## config.mk

```make
export PLATFORM = sky130hd
export DESIGN_NAME = vfd_link_slave
export DESIGN_NICKNAME = d
export VERILOG_FILES = /design/src/rtl/lnk_pkg.sv /design/src/rtl/lnk_sync_edge.sv /design/src/rtl/lnk_byte_shift.sv /design/src/rtl/lnk_init_pattern.sv /design/src/rtl/vfd_link_slave.sv
export SDC_FILE = /design/constraint.sdc
export NUM_CORES = 1
export LEC_CHECK = 0
export BUFFER_PORTS_ARGS = -buffer_cell sky130_fd_sc_hd__clkbuf_2
export CAP_MARGIN = 0
export CORE_AREA = 2 2 89 91
export CTS_CLUSTER_SIZE = 20
export DETAILED_ROUTE_END_ITERATION = 12
export DIE_AREA = 0 0 91 93
export PLACE_DENSITY_LB_ADDON = 0.3
export SLEW_MARGIN = 20
export SYNTH_ARGS = -nofsm -noshare
export SYNTH_HDL_FRONTEND = slang
export SYNTH_HIERARCHICAL = 1
export SYNTH_SLANG_ARGS = --single-unit
```

## constraint.sdc

```tcl
create_clock -name clk -period 2.3 [get_ports clk]
set_input_delay 0.23 -clock clk [delete_from_list [all_inputs] [get_ports clk]]
set_output_delay 0.23 -clock clk [all_outputs]
set_load 0.01 [all_outputs]
```

## src/rtl/lnk_pkg.sv

```systemverilog
package lnk_pkg;
  localparam int BYTE_W = 8;
  localparam logic [BYTE_W-1:0] CODE_PASS = 8'h01;
  localparam logic [BYTE_W-1:0] CODE_FAIL = 8'h55;

  typedef enum logic [1:0] {
    LS_TEST  = 2'd0,
    LS_READY = 2'd1,
    LS_BUSY  = 2'd2
  } lnk_state_e;
endpackage

```

## src/rtl/lnk_sync_edge.sv

```systemverilog
module lnk_sync_edge #(
  parameter int STAGES = 2
) (
  input  logic clk,
  input  logic rst_n,
  input  logic sck_in,
  input  logic sdi_in,
  output logic sck_rise,
  output logic sck_fall,
  output logic sdi_s
);
  logic [STAGES-1:0] sck_q, sck_d;
  logic [STAGES-1:0] sdi_q, sdi_d;
  logic              prev_q;

  // shift chains, built per stage
  genvar k;
  generate
    for (k = 0; k < STAGES; k++) begin : g_stage
      if (k == 0) begin : g_first
        assign sck_d[k] = sck_in;
        assign sdi_d[k] = sdi_in;
      end else begin : g_next
        assign sck_d[k] = sck_q[k-1];
        assign sdi_d[k] = sdi_q[k-1];
      end
    end
  endgenerate

  always_ff @(posedge clk or negedge rst_n) begin
    if (!rst_n) begin
      sck_q  <= {STAGES{1'b1}};
      sdi_q  <= '0;
      prev_q <= 1'b1;
    end else begin
      sck_q  <= sck_d;
      sdi_q  <= sdi_d;
      prev_q <= sck_q[STAGES-1];
    end
  end

  assign sck_rise = sck_q[STAGES-1] & ~prev_q;
  assign sck_fall = ~sck_q[STAGES-1] & prev_q;
  assign sdi_s    = sdi_q[STAGES-1];
endmodule

```

## src/rtl/lnk_byte_shift.sv

```systemverilog
module lnk_byte_shift
  import lnk_pkg::*;
(
  input  logic              clk,
  input  logic              rst_n,
  input  logic              rx_en,
  input  logic              tx_en,
  input  logic              sdi,
  input  logic              tx_load,
  input  logic [BYTE_W-1:0] tx_val,
  output logic              rx_last,
  output logic [BYTE_W-1:0] rx_word,
  output logic              tx_msb
);
  localparam int CW = $clog2(BYTE_W);
  localparam logic [CW-1:0] LAST = CW'(BYTE_W - 1);

  logic [BYTE_W-1:0] rx_q, rx_d;
  logic [BYTE_W-1:0] tx_q, tx_d;
  logic [CW-1:0]     cnt_q, cnt_d;

  always_comb begin
    rx_d  = rx_q;
    tx_d  = tx_q;
    cnt_d = cnt_q;
    if (tx_load) begin
      tx_d  = tx_val;
      cnt_d = '0;
    end else begin
      if (rx_en) begin
        rx_d  = {rx_q[BYTE_W-2:0], sdi};
        cnt_d = (cnt_q == LAST) ? '0 : cnt_q + 1'b1;
      end
      if (tx_en) tx_d = {tx_q[BYTE_W-2:0], 1'b0};
    end
  end

  always_ff @(posedge clk or negedge rst_n) begin
    if (!rst_n) begin
      rx_q  <= '0;
      tx_q  <= '0;
      cnt_q <= '0;
    end else begin
      rx_q  <= rx_d;
      tx_q  <= tx_d;
      cnt_q <= cnt_d;
    end
  end

  assign rx_last = rx_en && (cnt_q == LAST);
  assign rx_word = {rx_q[BYTE_W-2:0], sdi};
  assign tx_msb  = tx_q[BYTE_W-1];

  AST_LOAD_TAKES_VALUE: assert property (@(posedge clk) disable iff (!rst_n)
    tx_load |=> (tx_q == $past(tx_val))) else $error("tx load lost");
endmodule

```

## src/rtl/lnk_init_pattern.sv

```systemverilog
module lnk_init_pattern #(
  parameter int GRIDS = 10,
  parameter int SEGS  = 14
) (
  input  logic                  clk,
  input  logic                  rst_n,
  input  logic                  load,
  input  logic                  test_n,
  input  logic                  en_n,
  output logic [GRIDS*SEGS-1:0] seg_q,
  output logic                  full_q
);
  localparam int NSEG = GRIDS * SEGS;

  logic [NSEG-1:0] chk;
  logic [NSEG-1:0] seg_d;
  logic            full_d;

  genvar g, a;
  generate
    for (g = 0; g < GRIDS; g++) begin : g_grid
      for (a = 0; a < SEGS; a++) begin : g_seg
        assign chk[g*SEGS+a] = (((g + a) % 2) == 0) ? 1'b1 : 1'b0;
      end
    end
  endgenerate

  always_comb begin
    seg_d  = seg_q;
    full_d = full_q;
    if (load) begin
      case ({test_n, en_n})
        2'b10:   begin seg_d = '1;   full_d = 1'b1; end
        2'b11:   begin seg_d = '1;   full_d = 1'b0; end
        2'b00:   begin seg_d = chk;  full_d = 1'b1; end
        default: begin seg_d = ~chk; full_d = 1'b1; end
      endcase
    end
  end

  always_ff @(posedge clk or negedge rst_n) begin
    if (!rst_n) begin
      seg_q  <= '0;
      full_q <= 1'b0;
    end else begin
      seg_q  <= seg_d;
      full_q <= full_d;
    end
  end

  AST_PATTERN_FROZEN: assert property (@(posedge clk) disable iff (!rst_n)
    !load |=> ($stable(seg_q) && $stable(full_q))) else $error("pattern moved");
endmodule

```

## src/rtl/vfd_link_slave.sv

```systemverilog
module vfd_link_slave
  import lnk_pkg::*;
#(
  parameter int ST_CYC      = 4096,
  parameter int PROC_CYC    = 64,
  parameter int SYNC_STAGES = 2,
  parameter int GRIDS       = 10,
  parameter int SEGS        = 14
) (
  input  logic                  clk,
  input  logic                  rst_n,
  input  logic                  host_sck,
  input  logic                  host_sdi,
  output logic                  host_sdo,
  input  logic                  strap_test_n,
  input  logic                  strap_en_n,
  input  logic                  selftest_pass,
  input  logic [BYTE_W-1:0]     resp_byte,
  output logic                  cmd_valid,
  output logic [BYTE_W-1:0]     cmd_byte,
  output logic [GRIDS*SEGS-1:0] disp_seg,
  output logic                  disp_full
);
  localparam int TMAX = (ST_CYC > PROC_CYC) ? ST_CYC : PROC_CYC;
  localparam int TW   = $clog2(TMAX + 1);
  localparam logic [TW-1:0] T_ST   = TW'(ST_CYC - 1);
  localparam logic [TW-1:0] T_PROC = TW'(PROC_CYC - 1);

  // reset: asserted asynchronously, released on the clock
  logic [1:0] rs_q;
  logic       rs_n;
  always_ff @(posedge clk or negedge rst_n) begin
    if (!rst_n) rs_q <= 2'b00;
    else        rs_q <= {rs_q[0], 1'b1};
  end
  assign rs_n = rs_q[1];

  logic sck_rise, sck_fall, sdi_s;
  lnk_sync_edge #(.STAGES(SYNC_STAGES)) u_sync (
    .clk(clk), .rst_n(rs_n), .sck_in(host_sck), .sdi_in(host_sdi),
    .sck_rise(sck_rise), .sck_fall(sck_fall), .sdi_s(sdi_s)
  );

  lnk_state_e        st_q, st_d;
  logic [TW-1:0]     tmr_q, tmr_d;
  logic              sdo_q, sdo_d;
  logic              vld_q, vld_d;
  logic [BYTE_W-1:0] cmd_q, cmd_d;
  logic              rx_en, tx_en, tx_load, rx_last, tx_msb;
  logic [BYTE_W-1:0] tx_val, rx_word;

  assign rx_en = sck_rise && (st_q == LS_READY);
  assign tx_en = sck_fall && (st_q == LS_READY);

  lnk_byte_shift u_shift (
    .clk(clk), .rst_n(rs_n), .rx_en(rx_en), .tx_en(tx_en), .sdi(sdi_s),
    .tx_load(tx_load), .tx_val(tx_val), .rx_last(rx_last),
    .rx_word(rx_word), .tx_msb(tx_msb)
  );

  lnk_init_pattern #(.GRIDS(GRIDS), .SEGS(SEGS)) u_pat (
    .clk(clk), .rst_n(rs_n), .load(st_q == LS_TEST),
    .test_n(strap_test_n), .en_n(strap_en_n),
    .seg_q(disp_seg), .full_q(disp_full)
  );

  always_comb begin
    st_d    = st_q;
    tmr_d   = tmr_q;
    sdo_d   = sdo_q;
    vld_d   = 1'b0;
    cmd_d   = cmd_q;
    tx_load = 1'b0;
    tx_val  = resp_byte;
    case (st_q)
      LS_TEST: begin
        tmr_d = tmr_q - 1'b1;
        if (tmr_q == '0) begin
          st_d    = LS_READY;
          sdo_d   = 1'b0;
          tx_load = 1'b1;
          tx_val  = selftest_pass ? CODE_PASS : CODE_FAIL;
        end
      end
      LS_READY: begin
        if (rx_last) begin
          st_d  = LS_BUSY;
          tmr_d = T_PROC;
          sdo_d = 1'b1;
          vld_d = 1'b1;
          cmd_d = rx_word;
        end else if (tx_en) begin
          sdo_d = tx_msb;
        end
      end
      default: begin
        tmr_d = tmr_q - 1'b1;
        if (tmr_q == '0) begin
          st_d    = LS_READY;
          sdo_d   = 1'b0;
          tx_load = 1'b1;
        end
      end
    endcase
  end

  always_ff @(posedge clk or negedge rs_n) begin
    if (!rs_n) begin
      st_q  <= LS_TEST;
      tmr_q <= T_ST;
      sdo_q <= 1'b1;
      vld_q <= 1'b0;
      cmd_q <= '0;
    end else begin
      st_q  <= st_d;
      tmr_q <= tmr_d;
      sdo_q <= sdo_d;
      vld_q <= vld_d;
      cmd_q <= cmd_d;
    end
  end

  assign host_sdo  = sdo_q;
  assign cmd_valid = vld_q;
  assign cmd_byte  = cmd_q;

  AST_BUSY_LINE_HIGH: assert property (@(posedge clk) disable iff (!rs_n)
    (st_q != LS_READY) |-> host_sdo) else $error("busy not shown");
  AST_READY_DROPS_LINE: assert property (@(posedge clk) disable iff (!rs_n)
    (st_q == LS_TEST && tmr_q == '0) |=> (!host_sdo && st_q == LS_READY)) else $error("no ready");
  AST_VALID_ONE_CYCLE: assert property (@(posedge clk) disable iff (!rs_n)
    cmd_valid |=> !cmd_valid) else $error("long strobe");
  AST_VALID_ENTERS_BUSY: assert property (@(posedge clk) disable iff (!rs_n)
    cmd_valid |-> (st_q == LS_BUSY)) else $error("strobe outside busy");
endmodule

```

==> flow_summary.ini, run 1 <==
[placed_design]
place_congestion = 0.779
port_buffers = 165
dpl.hpwl_mm = 4.05
place_ws_ns = 0.00801

[logic_synthesis]
synth_top_family_by_area = buffers and inverters
ys_ff_latch = 53
synth_compound_area_share_pct = 4.97
synthXorXnorAreaFrac_pct = 0
netlist_instances = 355
async_flop_share_pct = 100
synthMuxAreaShare_pct = 8.03
avgSynthCellArea_sq_um = 9.65
yosys.area_share.adder_pct = 1.46
synth_cell_type_count = 38
ys.warnings.count = 6
synth-edff-count = 0
syn_nets = 374
syn_area_sq_um = 3430
synthSimpleGateAreaFrac_pct = 13.3
seq_area_frac_synth_pct = 39.3
ys.flop_type = dfrtp_1

[setup_path]
r2r-start = tmr_q[7]$_DFFE_PN1P_
r2r_cells = 7
cp_slowest_cell = or4_4
crit_type = flop to flop
ff2ff_setup_slack_ns = 0.09
cp_slowest_stage_delay_ns = 0.53
critical_path.endpoint_type = flop
timing.rr.end = u_shift/tx_q[1]$_DFFE_PN0P_
crit_path_cell_trace = or4_4 > or3_4 > nor4_4 > buf_6 > and2b_2 > nand2_1 > o21ai_0
critPathLaunchType = flop
crit_required_ns = 2.50
crit_arrival_ns = 2.40
crit_path_max_fanout = 8

[detailed_routing]
drt_iter0_drc = 42
wl_per_cell_um = 11.1
route.vias.total = 2156
dr.pass1.iters = 4
ant_nets = 0
drc = 0
drt-total-wl_mm = 5.54
avgViaCountPerCell = 4.33

[clock_tree]
cts_root_buffer = clkbuf_8
clk_latency_ns = 0.32
htreeDepth = 2
tritoncts = yes
path_clk_slew_ns = 0.11
clockBufferDepth = 2
cts-buffers-inserted = 5
clkSinkCount = 53

[floorplanning]
die_area_sq_um = 8460
initial_core_util_pct = 45.5
num_rows = 32
dieWidth_um = 91
ios = 166
die_h_um = 93
fp.coreArea_sq_um = 7530

[power_and_ir_drop]
p_leak_nw = 1.85
ir_worst_vdd_uv = 621
power_mw = 4.48
p_per_area_nw_per_um2 = 1260

[timing]
fin_skew_ns = 0.0127
clock.fmax_mhz = 453
finalSetupTns_ns = 0
worstMarginPinSlew_ns = 0.903
timing.final.crit_period_ns = 2.21
finalHoldViolCount = 0
min_period_over_period_pct = 95.9
relSlewSlack_pct = 39.8
slew_violations = 0
worst_slack_ns = 0.0932
finalSetupViolCount = 0
rsz0062_at_grt = no

[finish]
seq_area_sq_um = 1350
final_common_cell = clkbuf_2
layout-drive-gt1-share_pct = 56.8
final_cell_mix = 165 x clkbuf_2, 41 x nand2_1, 34 x dfrtp_1
diodes = 0
fillCellCount = 727
multi_input_area_sq_um = 973
syn2layout_area_growth_pct = 3.50
fin_nets = 414
fin_util_pct = 47.1

[global_routing]
grt_pass1_vias = 1746
grtUsageTotal_pct = 12.1
antenna_found_initial = 0
grt_max_degree = 72
grt.overflow.total = 0
grt_pass1_wl_mm = 8.34

[job]
drv_cap = 0

[hold_path]
hold_path_end = u_pat/seg_q[137]$_DFFE_PN0P_
min_from = strap_en_n
hold_path_class = input port to flop
hold_depth = 2

[run_status]
run_status = finished, final reports clean
[cell usage after synthesis (2+ instances only)]
library cell	instances	area (sq um)
and2_1	3	18.8
nand2_1	41	154
nor2b_1	3	18.8
buf_4	139	1040
nor3_1	2	10.0
nand2b_1	3	18.8
or4_1	2	15.0
o311ai_0	2	17.5
o211ai_1	3	22.5
clkbuf_1	5	18.8
a21oi_1	3	15.0
or3_1	2	12.5
a31oi_1	2	12.5
o31ai_1	2	15.0
dfstp_2	16	420
inv_1	9	33.8
o21ai_0	9	45.0
ha_1	4	50.1
or2_2	2	12.5
dfrtp_1	37	926
mux2_4	7	105
o41ai_1	2	17.5
mux2i_1	17	170
buf_2	4	20.0
and2b_2	5	43.8
nor2_1	17	63.8
nor4_1	3	18.8
[how the worst max path moves through the flow]
stage	from	endpoint	slack [ns]	cells past startpoint
floorplan	tmr_q[7]$_DFFE_PN1P_	u_shift/tx_q[1]$_DFFE_PN0P_	0.03	7
global placement	tmr_q[7]$_DFFE_PN1P_	u_shift/tx_q[1]$_DFFE_PN0P_	0.06	7
detailed placement	tmr_q[7]$_DFFE_PN1P_	u_shift/tx_q[5]$_DFFE_PN0P_	0.008	7
CTS	tmr_q[7]$_DFFE_PN1P_	u_shift/tx_q[1]$_DFFE_PN0P_	0.06	7
global route	tmr_q[7]$_DFFE_PN1P_	u_shift/tx_q[7]$_DFFE_PN0P_	0.01	7
finish	tmr_q[7]$_DFFE_PN1P_	u_shift/tx_q[1]$_DFFE_PN0P_	0.09	7
[registers in the layout, summed over array words and instances, names as in the netlist]
signal	count
u_shift/tx_q	8
u_sync/prev_q	1
u_shift/cnt_q	3
rs_q	2
u_sync/sdi_q	2
u_pat/seg_q	2
cmd_byte	8
tmr_q	13
u_sync/sck_q	2
host_sdo	1
u_shift/rx_q	7
cmd_valid	1
u_pat/full_q	1
st_q	2
[report_power, final]
group	internal, mW	leakage, nW	total, mW	switching [mW]
Clock	0.230	0.0511	0.569	0.338
Sequential	1.35	0.629	1.68	0.331
Combinational	0.988	1.17	2.23	1.24
Total	2.57	1.85	4.48	1.91
[cells by family (layout without fill, tap and decap cells)]
logic type,count (synthesis),count (layout)
mux,24,24
buf+inv,158,199
other cells,1,1
fa+ha+maj,4,4
simple gates,89,89
compound gates,26,26
flops,53,53
[through the flow]
stage               hold slack [ns]  instance area, sq um  instances
global placement             0.0162                  3400        485
CTS                           0.102                  3530        496
floorplan                   -0.0656                  3440        355
finish                        0.112                  3550        498
detailed placement           0.0178                  3400        485
global route                  0.108                  3550        498
[layer usage]
layer	GRT usage [%]	vias to the layer above	routed length (um)
met4	4.17	0	68
li1	-	1085	-
met5	0	-	0
met2	20.6	92	2630
met3	2.66	7	391
met1	15.3	972	2450
[repair_timing]
action,4_1_cts,5_1_grt
pin swaps,0,0
hold buffers,3,0
gates resized for setup,1,3
endpoints found under the hold margin,4,0
buffers inserted,0,2
setup endpoints to repair,4,4
[final cells by class]
class / count / area share, %
Multi-Input combinational cell: 144 / 27.4
Timing Repair Buffer: 182 / 27.2
Clock buffer: 5 / 1.94
Inverter: 9 / 0.952
Clock inverter: 3 / 0.811
Tap cell: 102 / 3.60
Sequential cell: 53 / 38.1
[worst max-delay path: cells and delay by family, from the launching register on]
family / cells / cell delay, ns
AND/OR/NAND/NOR: 5 / 1.45
flip-flops: 1 / 0.39
AO/OA/AOI/OAI: 1 / 0.07
buffers and inverters: 1 / 0.17
Power figures use the tool's default switching activity.
==> inputs of run 2 (changes only) <==
Clock period 2.3 ns to 2.05 ns, I/O delays scaled along.
==> flow_summary.ini, run 2 (synthesis gave the netlist of run 1 again) <==
[floorplanning]
die_area_sq_um = 8460
dieWidth_um = 91
num_rows = 32
initial_core_util_pct = 45.5
fp.coreArea_sq_um = 7530
die_h_um = 93
ios = 166

[setup_path]
crit_path_cell_trace = or4_4 > or3_4 > nor4_4 > buf_6 > and2b_2 > nand2_1 > o21ai_1
crit_required_ns = 2.24
critical_path.endpoint_type = flop
r2r_cells = 7
critPathLaunchType = flop
cp_slowest_cell = or4_4
crit_path_max_fanout = 8
crit_arrival_ns = 2.35
crit_type = flop to flop
cp_slowest_stage_delay_ns = 0.52

[run_status]
run_status = finished, violations left
violations = negative setup slack

[global_routing]
gr-usage-met1_pct = 14.7
grt_use_met2_pct = 20.7
grt.busiest_layer = met2
grt_max_degree = 72
grt_pass1_wl_mm = 8.37
grtUsageTotal_pct = 12.0
gr-usage-met3_pct = 2.98
grt.overflow.total = 0
antenna_found_initial = 0
grt_pass1_vias = 1764

[clock_tree]
clockBufferDepth = 2
clkSinkCount = 53
cts-buffers-inserted = 5
clk_latency_ns = 0.31
tritoncts = yes
htreeDepth = 2
path_clk_slew_ns = 0.09
cts_root_buffer = clkbuf_8

[placed_design]
place_area_sq_um = 3450
place_congestion = 0.723
port_buffers = 165
dpl.hpwl_mm = 4.00

[timing]
finalSetupViolCount = 15
slew_violations = 0
clock.fmax_mhz = 464
fin_skew_ns = 0.00669
min_period_over_period_pct = 105
rsz0062_at_grt = yes
finalHoldViolCount = 0
finalSetupTns_ns = -0.843
relSlewSlack_pct = 62.9
worst_slack_ns = -0.106
worstMarginPinSlew_ns = 0.556
timing.final.crit_period_ns = 2.16

[power_and_ir_drop]
combPwrFrac_pct = 52.6
power.share.switching_pct = 41.7
pwr-share-clk_pct = 12.1
switchingPower_mw = 2.10
power_frac_seq_pct = 35.3
p_per_area_nw_per_um2 = 1390
ir_worst_vdd_uv = 673
p_int_mw = 2.93
p_leak_nw = 1.88

[finish]
regMostFlops = tmr_q
layout-drive-gt1-share_pct = 57.7
fin_nets = 420
final_common_cell = clkbuf_2
diodes = 0
final_cell_mix = 165 x clkbuf_2, 41 x nand2_1, 34 x dfrtp_1
largest_reg_flops = 13
final_area_sq_um = 3610
syn2layout_area_growth_pct = 5.33

[hold_path]
hold_path_class = input port to flop
hold_depth = 2

[detailed_routing]
avgViaCountPerCell = 4.33
drc = 0
route.vias.total = 2180
dr.pass1.iters = 4
ant_nets = 0
wl_per_cell_um = 10.7
drt_iter0_drc = 55
drt-total-wl_mm = 5.38

[job]
drv_cap = 0
run 2: cell types whose count changed in the layout (fill, tap and decap cells not counted), moves of 2 or more:
cell     previous run  this run
o21ai_1             2         6
o21ai_0             7         3
inv_6               2         0
buf_4              13        17
run 2: worst paths after layout:
kind                       slack, ns                           to                 start
max                            -0.11  u_shift/tx_q[3]$_DFFE_PN0P_  tmr_q[7]$_DFFE_PN1P_
min in group asynchronous       0.21  u_shift/rx_q[1]$_DFFE_PN0P_     rs_q[1]$_DFF_PN0_
max reg2reg                    -0.11  u_shift/tx_q[3]$_DFFE_PN0P_  tmr_q[7]$_DFFE_PN1P_
max in group asynchronous       1.26        tmr_q[10]$_DFFE_PN1P_     rs_q[1]$_DFF_PN0_
min reg2reg                     0.21  u_shift/rx_q[1]$_DFFE_PN0P_     rs_q[1]$_DFF_PN0_
min                             0.11     u_pat/full_q$_DFFE_PN0P_          strap_test_n
run 2: layout make-up:
| type | instances | area (sq um) |
|---|---|---|
| Inverter | 9 | 33.8 |
| Multi-Input combinational cell | 144 | 976 |
| Sequential cell | 53 | 1350 |
| Clock inverter | 2 | 13.8 |
| Tap cell | 102 | 128 |
| Fill cell | 744 | 3920 |
| Timing Repair Buffer | 188 | 1030 |
| Clock buffer | 6 | 82.6 |
run 2: power by group through the flow:
stage / logic (mW) / registers (mW) / clock network (mW)
3_3_place_gp: 2.63 / 1.77 / 0
5_1_grt: 2.92 / 1.83 / 0.674
6_report: 2.64 / 1.77 / 0.610
2_1_floorplan: 2.58 / 1.98 / 0
3_5_place_dp: 2.67 / 1.79 / 0
4_1_cts: 2.69 / 1.78 / 0.639
run 2: per-stage QoR:
stage	std cells	utilization (%)	hold WS (ns)	setup WS, ns	power [mW]
floorplan	355	-	-0.0906	-0.218	4.55
global placement	491	45.9	-0.00865	-0.191	4.40
detailed placement	491	45.9	-0.00660	-0.231	4.46
CTS	503	47.8	0.0984	-0.124	5.10
global route	504	48.0	0.0949	-0.208	5.43
finish	504	48.0	0.107	-0.106	5.02
run 2: repair_timing:
item	4_1_cts	5_1_grt
hold endpoints to repair	4	0
hold buffers	3	0
setup endpoints to repair	19	21
setup buffers	1	1
resized for setup	8	3
run 2: critical path: cells and delay by family, from the launching register on:
family | cells | cell delay [ns]
flops | 1 | 0.38
compound gates | 1 | 0.06
buf+inv | 1 | 0.16
simple gates | 5 | 1.43
run 2: per-layer routing:
metal	vias up	part of all wire [%]
met3	6	7.5
met4	0	1.3
met2	88	50
li1	1093	-
met1	993	42
met5	-	0
==> inputs of run 3 (changes only) <==
Settings changed: PLACE_DENSITY from default to 0.83, PLACE_DENSITY_LB_ADDON 0.3 to default.
==> flow_summary.ini, run 3 (synthesis gave the netlist of run 1 again) <==
[timing]
hold_slack_ns = 0.104
rsz0062_at_grt = yes
timing.final.crit_period_ns = 2.20
finalHoldViolCount = 0
worstMarginPinSlew_ns = 0.568
relSlewSlack_pct = 62.1
slew_violations = 0
fin_skew_ns = 0.00755
worst_slack_ns = -0.148
finalSetupViolCount = 15
min_period_over_period_pct = 107
finalSetupTns_ns = -1.22
clock.fmax_mhz = 455

[setup_path]
critPathLaunch = tmr_q[7]$_DFFE_PN1P_
r2r-start = tmr_q[7]$_DFFE_PN1P_
ff2ff_setup_slack_ns = -0.15
crit_arrival_ns = 2.40
critical_path.endpoint_type = flop
crit_required_ns = 2.25
crit_type = flop to flop
crit_path_max_fanout = 8
critPathLaunchType = flop

[power_and_ir_drop]
combPwrFrac_pct = 52.8
pwr-share-clk_pct = 12.1
p_per_area_nw_per_um2 = 1400
power_frac_seq_pct = 35.2
p_int_mw = 2.90
ir_worst_vdd_uv = 790
switchingPower_mw = 2.14
p_leak_nw = 1.88
power.share.switching_pct = 42.4

[detailed_routing]
dr.pass1.iters = 4
drt-total-wl_mm = 5.54
drt_iter0_drc = 34
route.vias.total = 2166
ant_nets = 0
wl_per_cell_um = 10.9
avgViaCountPerCell = 4.28
drc = 0

[placed_design]
port_buffers = 165
dpl.hpwl_mm = 4.17
place_congestion = 0.792

[global_routing]
grt.overflow.total = 0
grtUsageTotal_pct = 12.2
grt_pass1_wl_mm = 8.54
grt_pass1_vias = 1851
antenna_found_initial = 0
grt_max_degree = 72

[finish]
final_cell_mix = 165 x clkbuf_2, 40 x nand2_1, 34 x dfrtp_1
regMostFlops = tmr_q
fillCellCount = 704
largest_reg_flops = 13
fin_util_pct = 48.0
layout-drive-gt1-share_pct = 58.2
fin_nets = 422
final_common_cell = clkbuf_2
diodes = 0
syn2layout_area_growth_pct = 5.33

[clock_tree]
tritoncts = yes
path_clk_slew_ns = 0.10
cts-buffers-inserted = 5
htreeDepth = 2
clkSinkCount = 53
clk_latency_ns = 0.31
cts_root_buffer = clkbuf_8
clockBufferDepth = 2

[floorplanning]
die_area_sq_um = 8460
initial_core_util_pct = 45.5
die_h_um = 93
num_rows = 32
dieWidth_um = 91
ios = 166
fp.coreArea_sq_um = 7530

[job]
drv_cap = 0

[run_status]
violations = negative setup slack
run_status = finished, violations left

[hold_path]
hold_path_class = input port to flop
min_from = strap_test_n
## run 3: cell count changes in the layout (fill, tap and decap cells not counted), sizes merged
cell and delta:
clkinv -2, clkbuf -1, clkinvlp +1, buf +2, inv +2
## run 3: cell type report
type                            instances  area (sq um)  area share, %
Tap cell                              102           128           3.54
Inverter                                9          33.8          0.936
Timing Repair Buffer                  190          1030           28.4
Multi-Input combinational cell        144           978           27.1
Clock buffer                            5          68.8           1.91
Clock inverter                          3          25.0          0.693
Sequential cell                        53          1350           37.4
## run 3: path summary, 6_finish.rpt
path | depth (start not counted) | endpoint
worst max-delay path | 7 | u_shift/tx_q[1]$_DFFE_PN0P_
worst min-delay path | 2 | u_pat/full_q$_DFFE_PN0P_
worst max register to register | 7 | u_shift/tx_q[1]$_DFFE_PN0P_
worst min register to register | 0 | tmr_q[12]$_DFFE_PN0P_
max in group asynchronous | 1 | cmd_byte[7]$_DFFE_PN0P_
min in group asynchronous | 2 | rs_q[1]$_DFF_PN0_
## run 3: power groups by stage
stage	Sequential (mW)	Combinational (mW)	Clock (mW)
final	1.77	2.66	0.608
after global routing	1.84	2.93	0.666
after global placement	1.76	2.61	0
after floorplan	1.98	2.58	0
after CTS	1.77	2.70	0.624
after detailed placement	1.80	2.69	0
## run 3: routing by layer
metal	up-vias	track usage, %	share of wire [%]
li1	1100	-	-
met1	967	15.1	43
met2	94	21.4	49
met3	5	2.74	6.9
met4	0	3.79	1.0
met5	-	0	0
## run 3: timing repair
item | in CTS | in global routing
pin swaps | 1 | 2
endpoints found under the setup margin | 19 | 32
resized for setup | 7 | 6
gates cloned | 1 | 0
hold buffers | 3 | 0
hold endpoints to repair | 4 | 0
buffers inserted | 1 | 0
## run 3: per-stage QoR
step	setup slack [ns]	total power, mW	instance area, sq um	cells
3_5_place_dp	-0.256	4.48	3460	493
4_1_cts	-0.179	5.10	3600	506
2_1_floorplan	-0.218	4.55	3450	355
5_1_grt	-0.288	5.44	3610	506
6_report	-0.148	5.04	3610	506
3_3_place_gp	-0.191	4.38	3460	493
## run 3: worst max-delay path, cell delays in order, from the launching register on
cell     delay, ns
dfstp_2       0.38
or4_4         0.53
or3_4         0.38
nor4_4        0.30
buf_6         0.17
and2b_2       0.22
nand2_2       0.05
o21ai_1       0.06
